### config.mk
export PLATFORM = sky130hd
export DESIGN_NAME = nbr_buf_ctrl
export DESIGN_NICKNAME = d
export VERILOG_FILES = /design/src/rtl/nbc_pkg.sv /design/src/rtl/nbc_mode_ctl.sv /design/src/rtl/nbc_upper_ctl.sv /design/src/rtl/nbc_left_ctl.sv /design/src/rtl/nbr_buf_ctrl.sv
export SDC_FILE = /design/constraint.sdc
export NUM_CORES = 1
export LEC_CHECK = 0
export BUFFER_PORTS_ARGS = -buffer_cell sky130_fd_sc_hd__buf_4
export CAP_MARGIN = 30
export CORE_UTILIZATION = 47
export CTS_CLUSTER_SIZE = 12
export DETAILED_ROUTE_END_ITERATION = 8
export PLACE_DENSITY_LB_ADDON = 0.15
export SYNTH_ARGS = -nofsm -noshare
export SYNTH_HDL_FRONTEND = slang
export SYNTH_SLANG_ARGS = --single-unit
### constraint.sdc
create_clock -name clk -period 5.7 [get_ports clk]
set_clock_uncertainty 0.2 [all_clocks]
set_input_delay 0.855 -clock clk [delete_from_list [all_inputs] [get_ports clk]]
set_output_delay 0.855 -clock clk [all_outputs]
set_load 0.02 [all_outputs]
### src/rtl/nbc_pkg.sv
package nbc_pkg;
  typedef enum logic {PAIR_FRAME = 1'b0, PAIR_FIELD = 1'b1} pair_mode_e;
endpackage

### src/rtl/nbc_mode_ctl.sv
module nbc_mode_ctl
  import nbc_pkg::*;
#(
  parameter int PAIRS = 120,
  localparam int AW = $clog2(PAIRS)
) (
  input  logic          clk,
  input  logic          rst_n,
  input  logic          pair_start,
  input  logic          bot_start,
  input  logic          pair_field,
  input  logic          left_field,
  output logic          cur_field,
  output logic          corner_reuse,
  output logic          corner_reload,
  output logic          rd_bank,
  output logic [AW-1:0] rd_addr,
  output logic [AW-1:0] wr_addr
);
  pair_mode_e    cur_mode_q;
  logic          reuse_q, reload_q, bank_q;
  logic [AW-1:0] idx_q;

  function automatic logic [AW-1:0] step_idx(input logic [AW-1:0] i);
    return (i == AW'(PAIRS - 1)) ? '0 : i + AW'(1);
  endfunction

  // corner kept at pair start when modes agree, before bottom MB when frame
  function automatic logic keep_corner(input logic at_start, input logic cur, input logic left);
    return at_start ? (cur == left) : !cur;
  endfunction

  always_ff @(posedge clk or negedge rst_n) begin
    if (!rst_n) begin
      cur_mode_q <= PAIR_FRAME;
      reuse_q    <= 1'b0;
      reload_q   <= 1'b0;
      bank_q     <= 1'b1;
      idx_q      <= AW'(PAIRS - 1);
    end else if (pair_start) begin
      cur_mode_q <= pair_mode_e'(pair_field);
      reuse_q    <= keep_corner(1'b1, pair_field, left_field);
      reload_q   <= !keep_corner(1'b1, pair_field, left_field);
      bank_q     <= !bank_q;
      idx_q      <= step_idx(idx_q);
    end else if (bot_start) begin
      reuse_q    <= keep_corner(1'b0, cur_field, 1'b0);
      reload_q   <= !keep_corner(1'b0, cur_field, 1'b0);
    end else begin
      reload_q   <= 1'b0;
    end
  end

  assign cur_field     = (cur_mode_q == PAIR_FIELD);
  assign corner_reuse  = reuse_q;
  assign corner_reload = reload_q;
  assign rd_bank       = bank_q;
  assign rd_addr       = idx_q;
  assign wr_addr       = step_idx(idx_q);

  a_r1_mode_held: assert property (@(posedge clk) disable iff (!rst_n)
    !pair_start |=> $stable(cur_field));
  a_r8_bottom_corner: assert property (@(posedge clk) disable iff (!rst_n)
    bot_start && !pair_start |=> corner_reload == cur_field);
  a_r10_bank_flip: assert property (@(posedge clk) disable iff (!rst_n)
    pair_start |=> rd_bank != $past(rd_bank));
  a_r7_corner_excl: assert property (@(posedge clk) disable iff (!rst_n)
    corner_reload |-> !corner_reuse);
endmodule

### src/rtl/nbc_upper_ctl.sv
module nbc_upper_ctl #(
  parameter int MB_BLKS   = 4,
  parameter int HOLD_BLKS = 5,
  localparam int RW = $clog2(MB_BLKS),
  localparam int UW = 2 * MB_BLKS,
  localparam int HW = $clog2(HOLD_BLKS + 1)
) (
  input  logic          clk,
  input  logic          rst_n,
  input  logic          pair_start,
  input  logic          pair_field,
  input  logic          cur_field,
  input  logic          blk_valid,
  input  logic          blk_bot,
  input  logic [RW-1:0] blk_col,
  output logic          ld_en,
  output logic          ld_row,
  output logic [UW-1:0] ld_mask,
  output logic [UW-1:0] upd_mask,
  output logic          hold
);
  logic          ld_act_q, ld_row_q, ld_two_q, hold_q;
  logic [HW-1:0] cnt_q;

  function automatic logic [UW-1:0] upd_bits(input logic field, input logic bot,
                                             input logic [RW-1:0] col);
    logic [UW-1:0] m = '0;
    if (field) begin
      m[int'(col) + (bot ? MB_BLKS : 0)] = 1'b1;
    end else begin
      m[int'(col)]           = 1'b1;
      m[int'(col) + MB_BLKS] = 1'b1;
    end
    return m;
  endfunction

  always_ff @(posedge clk or negedge rst_n) begin
    if (!rst_n) begin
      ld_act_q <= 1'b0;
      ld_row_q <= 1'b0;
      ld_two_q <= 1'b0;
    end else if (pair_start) begin
      ld_act_q <= 1'b1;
      ld_row_q <= 1'b0;
      ld_two_q <= pair_field;
    end else if (ld_act_q) begin
      if (ld_two_q && !ld_row_q) ld_row_q <= 1'b1;
      else                       ld_act_q <= 1'b0;
    end
  end

  always_ff @(posedge clk or negedge rst_n) begin
    if (!rst_n) begin
      hold_q <= 1'b0;
      cnt_q  <= '0;
    end else if (pair_start) begin
      hold_q <= 1'b1;
      cnt_q  <= '0;
    end else if (blk_valid && hold_q) begin
      cnt_q <= cnt_q + HW'(1);
      if (cnt_q == HW'(HOLD_BLKS - 1)) hold_q <= 1'b0;
    end
  end

  assign ld_en    = ld_act_q;
  assign ld_row   = ld_act_q & ld_row_q;
  assign ld_mask  = !ld_act_q ? '0 :
                    ld_row_q  ? {{MB_BLKS{1'b1}}, {MB_BLKS{1'b0}}}
                              : {{MB_BLKS{1'b0}}, {MB_BLKS{1'b1}}};
  assign upd_mask = blk_valid ? upd_bits(cur_field, blk_bot, blk_col) : '0;
  assign hold     = hold_q;

  a_r2_frame_single_read: assert property (@(posedge clk) disable iff (!rst_n)
    ld_en && !ld_two_q && !pair_start |=> !ld_en);
  a_r3_frame_two_subrows: assert property (@(posedge clk) disable iff (!rst_n)
    blk_valid && !cur_field |-> $countones(upd_mask) == 2);
  a_r4_field_one_subrow: assert property (@(posedge clk) disable iff (!rst_n)
    blk_valid && cur_field |-> $countones(upd_mask) == 1);
  a_r9_hold_release: assert property (@(posedge clk) disable iff (!rst_n)
    $fell(hold) |-> $past(blk_valid));
  a_r9_hold_set: assert property (@(posedge clk) disable iff (!rst_n)
    pair_start |=> hold);
endmodule

### src/rtl/nbc_left_ctl.sv
module nbc_left_ctl #(
  parameter int MB_BLKS = 4,
  parameter int BLK_PIX = 4,
  localparam int RW = $clog2(MB_BLKS),
  localparam int LW = MB_BLKS * BLK_PIX
) (
  input  logic          clk,
  input  logic          rst_n,
  input  logic          cur_field,
  input  logic          blk_valid,
  input  logic          blk_bot,
  input  logic [RW-1:0] blk_row,
  output logic [LW-1:0] upd_mask
);
  // field pairs interleave: even entries from top MB, odd entries from bottom
  function automatic logic [LW-1:0] left_bits(input logic field, input logic bot,
                                              input logic [RW-1:0] row);
    logic [LW-1:0] m = '0;
    for (int e = 0; e < BLK_PIX; e++) begin
      if (!field || ((e % 2) == int'(bot))) m[int'(row) * BLK_PIX + e] = 1'b1;
    end
    return m;
  endfunction

  assign upd_mask = blk_valid ? left_bits(cur_field, blk_bot, blk_row) : '0;

  a_r5_frame_full_column: assert property (@(posedge clk) disable iff (!rst_n)
    blk_valid && !cur_field |-> $countones(upd_mask) == BLK_PIX);
  a_r6_field_half_column: assert property (@(posedge clk) disable iff (!rst_n)
    blk_valid && cur_field |-> $countones(upd_mask) == BLK_PIX / 2);
  a_r11_idle_no_update: assert property (@(posedge clk) disable iff (!rst_n)
    !blk_valid |-> upd_mask == '0);
endmodule

### src/rtl/nbr_buf_ctrl.sv
module nbr_buf_ctrl #(
  parameter int MB_BLKS       = 4,
  parameter int BLK_PIX       = 4,
  parameter int HOLD_BLKS     = 5,
  parameter int PAIRS_PER_ROW = 120,
  localparam int RW = $clog2(MB_BLKS),
  localparam int UW = 2 * MB_BLKS,
  localparam int LW = MB_BLKS * BLK_PIX,
  localparam int AW = $clog2(PAIRS_PER_ROW)
) (
  input  logic          clk,
  input  logic          rst_n,
  input  logic          pair_start_i,
  input  logic          pair_field_i,
  input  logic          left_field_i,
  input  logic          bot_start_i,
  input  logic          blk_valid_i,
  input  logic          blk_bot_i,
  input  logic [RW-1:0] blk_row_i,
  input  logic [RW-1:0] blk_col_i,
  output logic [UW-1:0] upper_ld_o,
  output logic [UW-1:0] upper_upd_o,
  output logic [LW-1:0] left_upd_o,
  output logic          corner_reuse_o,
  output logic          corner_reload_o,
  output logic          lm_rd_en_o,
  output logic          lm_rd_row_o,
  output logic          lm_rd_bank_o,
  output logic [AW-1:0] lm_rd_addr_o,
  output logic          lm_wr_bank_o,
  output logic [AW-1:0] lm_wr_addr_o,
  output logic          lm_hold_o
);
  logic cur_field;

  nbc_mode_ctl #(.PAIRS(PAIRS_PER_ROW)) u_mode (
    .clk(clk), .rst_n(rst_n), .pair_start(pair_start_i), .bot_start(bot_start_i),
    .pair_field(pair_field_i), .left_field(left_field_i), .cur_field(cur_field),
    .corner_reuse(corner_reuse_o), .corner_reload(corner_reload_o),
    .rd_bank(lm_rd_bank_o), .rd_addr(lm_rd_addr_o), .wr_addr(lm_wr_addr_o));

  nbc_upper_ctl #(.MB_BLKS(MB_BLKS), .HOLD_BLKS(HOLD_BLKS)) u_upper (
    .clk(clk), .rst_n(rst_n), .pair_start(pair_start_i), .pair_field(pair_field_i),
    .cur_field(cur_field), .blk_valid(blk_valid_i), .blk_bot(blk_bot_i),
    .blk_col(blk_col_i), .ld_en(lm_rd_en_o), .ld_row(lm_rd_row_o),
    .ld_mask(upper_ld_o), .upd_mask(upper_upd_o), .hold(lm_hold_o));

  nbc_left_ctl #(.MB_BLKS(MB_BLKS), .BLK_PIX(BLK_PIX)) u_left (
    .clk(clk), .rst_n(rst_n), .cur_field(cur_field), .blk_valid(blk_valid_i),
    .blk_bot(blk_bot_i), .blk_row(blk_row_i), .upd_mask(left_upd_o));

  assign lm_wr_bank_o = !lm_rd_bank_o;

  a_r10_write_other_bank: assert property (@(posedge clk) disable iff (!rst_n)
    pair_start_i |=> lm_wr_bank_o == $past(lm_rd_bank_o));
endmodule

==> metrics.md <==
| Metric | Value |
|---|---|
| DRC | `0` |
| Worst Hold Class | `input port to asynchronous set/reset pin` |
| CTS sink cnt | `17` |
| DR pass1 iterations | `5` |
| Tightest Pin Transition | `405 ps` |
| H-tree Lvls | `1` |
| Lkg Pwr | `around 0.8 nW` |
| Pwr Density | `between 400 and 500 mW/mm^2` |
| Post-layout util | `around 69%` |
| Drt wl/cell | `12.4 um` |
| Critical path capture point type | `output pin` |
| Detailed Route WL | `2550 um` |
| NumNets Final | `194` |
| GRT overflow | `0` |
| RR Startpoint | `u_mode.rd_addr[0]` |
| Rows | `17` |
| Mapped Area | `0.00115 mm^2` |
| Hold Fails Final Rpt | `0` |
| Cells after synthesis | `130` |
| Number of global-route vias before repair | `~900` |
| Largest net degree at the start of global routing | `19` |
| Slew headroom | `about 73%` |
| Status | `finished clean` |
| Max_cap viols | `0` |
| # diodes | `0` |
| Die W | `about 52 um` |
| Crit-path max FO | `7` |
| Vias per cell | `between 4 and 5` |
| Tot Pwr | `0.686 mW` |
| Initial Util | `roughly half` |
| Cts bufs inserted | `3` |
| Max Freq | `332 MHz` |
| First-pass GRT wire length | `roughly 3900 um` |
| Clk root buf | `clkbuf_4` |
| Clock tree buffer depth | `2` |
| Sequential element share of the synthesized area | `~38%` |
| DRT antenna net count | `0` |
| Post-DP HPWL | `between 1500 and 2000 um` |
| DR vias | `around 1000` |
| Capture point of the worst reg-to-reg path | `u_mode.rd_addr[3]` |
| Syn Nets | `145` |
| Die area | `around 0.0027 mm^2` |
| Final setup vio count | `0` |
| Layout cell share with drive strength beyond 1 | `46.6%` |
| Crit. Startpoint | `u_mode.rd_addr[0]` |
| Commonest non-fill, non-tap cells in the layout | `buf_4, nor2_1, nand2_1` |
| Worst-Skew Late Latency | `around 290 ps` |
| Seq cells post-synth | `17` |
| Initial detailed-routing violation count | `10` |
| Post-route minimum period | `3010 ps` |
| GRT Util Overall | `roughly 20%` |
| I/O Buffers | `64` |
| Io pins | `65` |
| Fin Setup TNS | `0 ps` |
| R2R depth | `4` |
| Crit path DAT | `1960 ps` |
| Die Y | `between 50 and 60 um` |
| CTS tree | `built` |
| Startpoint types | `register` |
| Commonest non-fill, non-tap cell in the layout | `buf_4` |
| Post-CTS setup buffers | `0` |
| Placer Congestion | `~0.7` |
| WS Path Type | `register to output pin` |
| Maximum vdd ir drop | `0.365 mV` |
| Core area | `about 0.0023 mm^2` |
| Fillers | `slightly above 200` |
| Clock slew seen by the registers of the worst setup and hold paths | `approximately 110 ps` |
| Library cells used by synthesis | `32` |
| Worst Path Required | `4640 ps` |
| Final worst path period share | `between 50% and 60%` |
| Synth Area per Inst | `about 8.9 um^2` |
| RSZ-0062 raised after global routing | `false` |
| # hold bufs at CTS | `0` |
| R2r setup slk | `roughly 3900 ps` |
| P&R area growth vs syn | `34.3%` |
| Antenna violations before repair | `0` |
| Max-slew violations | `0` |
| PostCTS Resize Cnt | `0` |
| Yosys warning count | `0` |
## final cells by class
cell class | count | area (um^2) | share of cell area [%]
multi-input combinational | 88 | 551 | 35.5
timing repair buffer | 64 | 480 | 31.0
sequential | 17 | 434 | 28.0
tap | 28 | 35.0 | 2.26
clock buffer | 3 | 22.5 | 1.45
inverter | 5 | 18.8 | 1.21
clock inverter | 1 | 7.51 | 0.485
## stage by stage
| step | cell area, um^2 | hold WS, ps | setup WS, ps | cells |
|---|---|---|---|---|
| after floorplan | 1150 | 277 | 2860 | 130 |
| after global placement | 1520 | 292 | 3010 | 202 |
| after detailed placement | 1520 | 296 | 2990 | 202 |
| after CTS | 1550 | 200 | 2670 | 206 |
| after global routing | 1550 | 193 | 2620 | 206 |
| final | 1550 | 207 | 2690 | 206 |
## flip-flops by register name (all words and copies together) (netlist names)
| signal | flops |
|---|---|
| u_upper.hold | 1 |
| u_upper.ld_en | 1 |
| u_upper.cnt_q | 3 |
| u_mode.corner_reuse | 1 |
| u_upper.ld_two_q | 1 |
| u_mode.corner_reload | 1 |
| u_upper.ld_row_q | 1 |
| u_mode.rd_addr | 7 |
| u_mode.rd_bank | 1 |
## worst max-delay path by stage
stage	cells past startpoint	end
6_report	4	lm_wr_addr_o[6]
4_1_cts	4	lm_wr_addr_o[6]
3_3_place_gp	4	upper_upd_o[0]
2_1_floorplan	4	left_upd_o[2]
3_5_place_dp	4	upper_upd_o[0]
5_1_grt	5	lm_wr_addr_o[5]
## cells by family after synthesis
family	after synthesis	share of synthesized area, %
compound gates	19	10.7
fa+ha+maj	3	3.25
mux	7	6.94
buf+inv	25	14.6
simple gates	52	21.5
xor+xnor	7	5.31
flops	17	37.6
## synthesized netlist by cell type
library cell / instances / area share [%]
nor2_1: 19 / 6.2
buf_4: 15 / 9.8
nand2_1: 12 / 3.9
dfrtp_1: 10 / 22
dfstp_2: 7 / 16
a21oi_1: 5 / 2.2
inv_1: 5 / 1.6
nand3_1: 5 / 2.2
o21ai_0: 5 / 2.2
mux2_2: 4 / 3.9
nand2b_1: 4 / 2.2
xnor2_1: 4 / 3.0
a21o_1: 3 / 2.0
buf_2: 3 / 1.3
ha_1: 3 / 3.3
nor3_1: 3 / 1.3
xor2_1: 3 / 2.3
buf_6: 2 / 2.0
mux2i_1: 2 / 1.7
nand3b_1: 2 / 1.3
nand4_1: 2 / 1.1
nor2b_1: 2 / 1.1
a211o_1: 1 / 0.76
a211oi_1: 1 / 0.65
a21oi_2: 1 / 0.76
a22o_1: 1 / 0.76
a31oi_2: 1 / 1.1
and2_1: 1 / 0.54
and4_4: 1 / 0.98
mux2_4: 1 / 1.3
o21ai_1: 1 / 0.43
or3b_1: 1 / 0.76
## worst max-delay path, cell delays in order, from the launching register on
cell	delay, ps
dfstp_2	620
ha_1	270
and4_4	290
mux2_2	340
buf_4	160
## report_power, final
part | internal, mW | leakage (nW) | total, mW | switching [mW]
Combinational | 0.179 | 0.570 | 0.385 | 0.207
Clock | 0.0266 | 0.0139 | 0.0664 | 0.0398
Sequential | 0.172 | 0.195 | 0.234 | 0.0612
## per-layer routing
layer	track usage [%]	part of all wire, %	up-vias
met5	0	0	-
met4	8.11	0.71	0
met3	2.63	5.2	2
met2	35.7	52	33
met1	24.1	42	473
li1	-	-	518
Note: power is estimated with default switching activity, not from simulation.
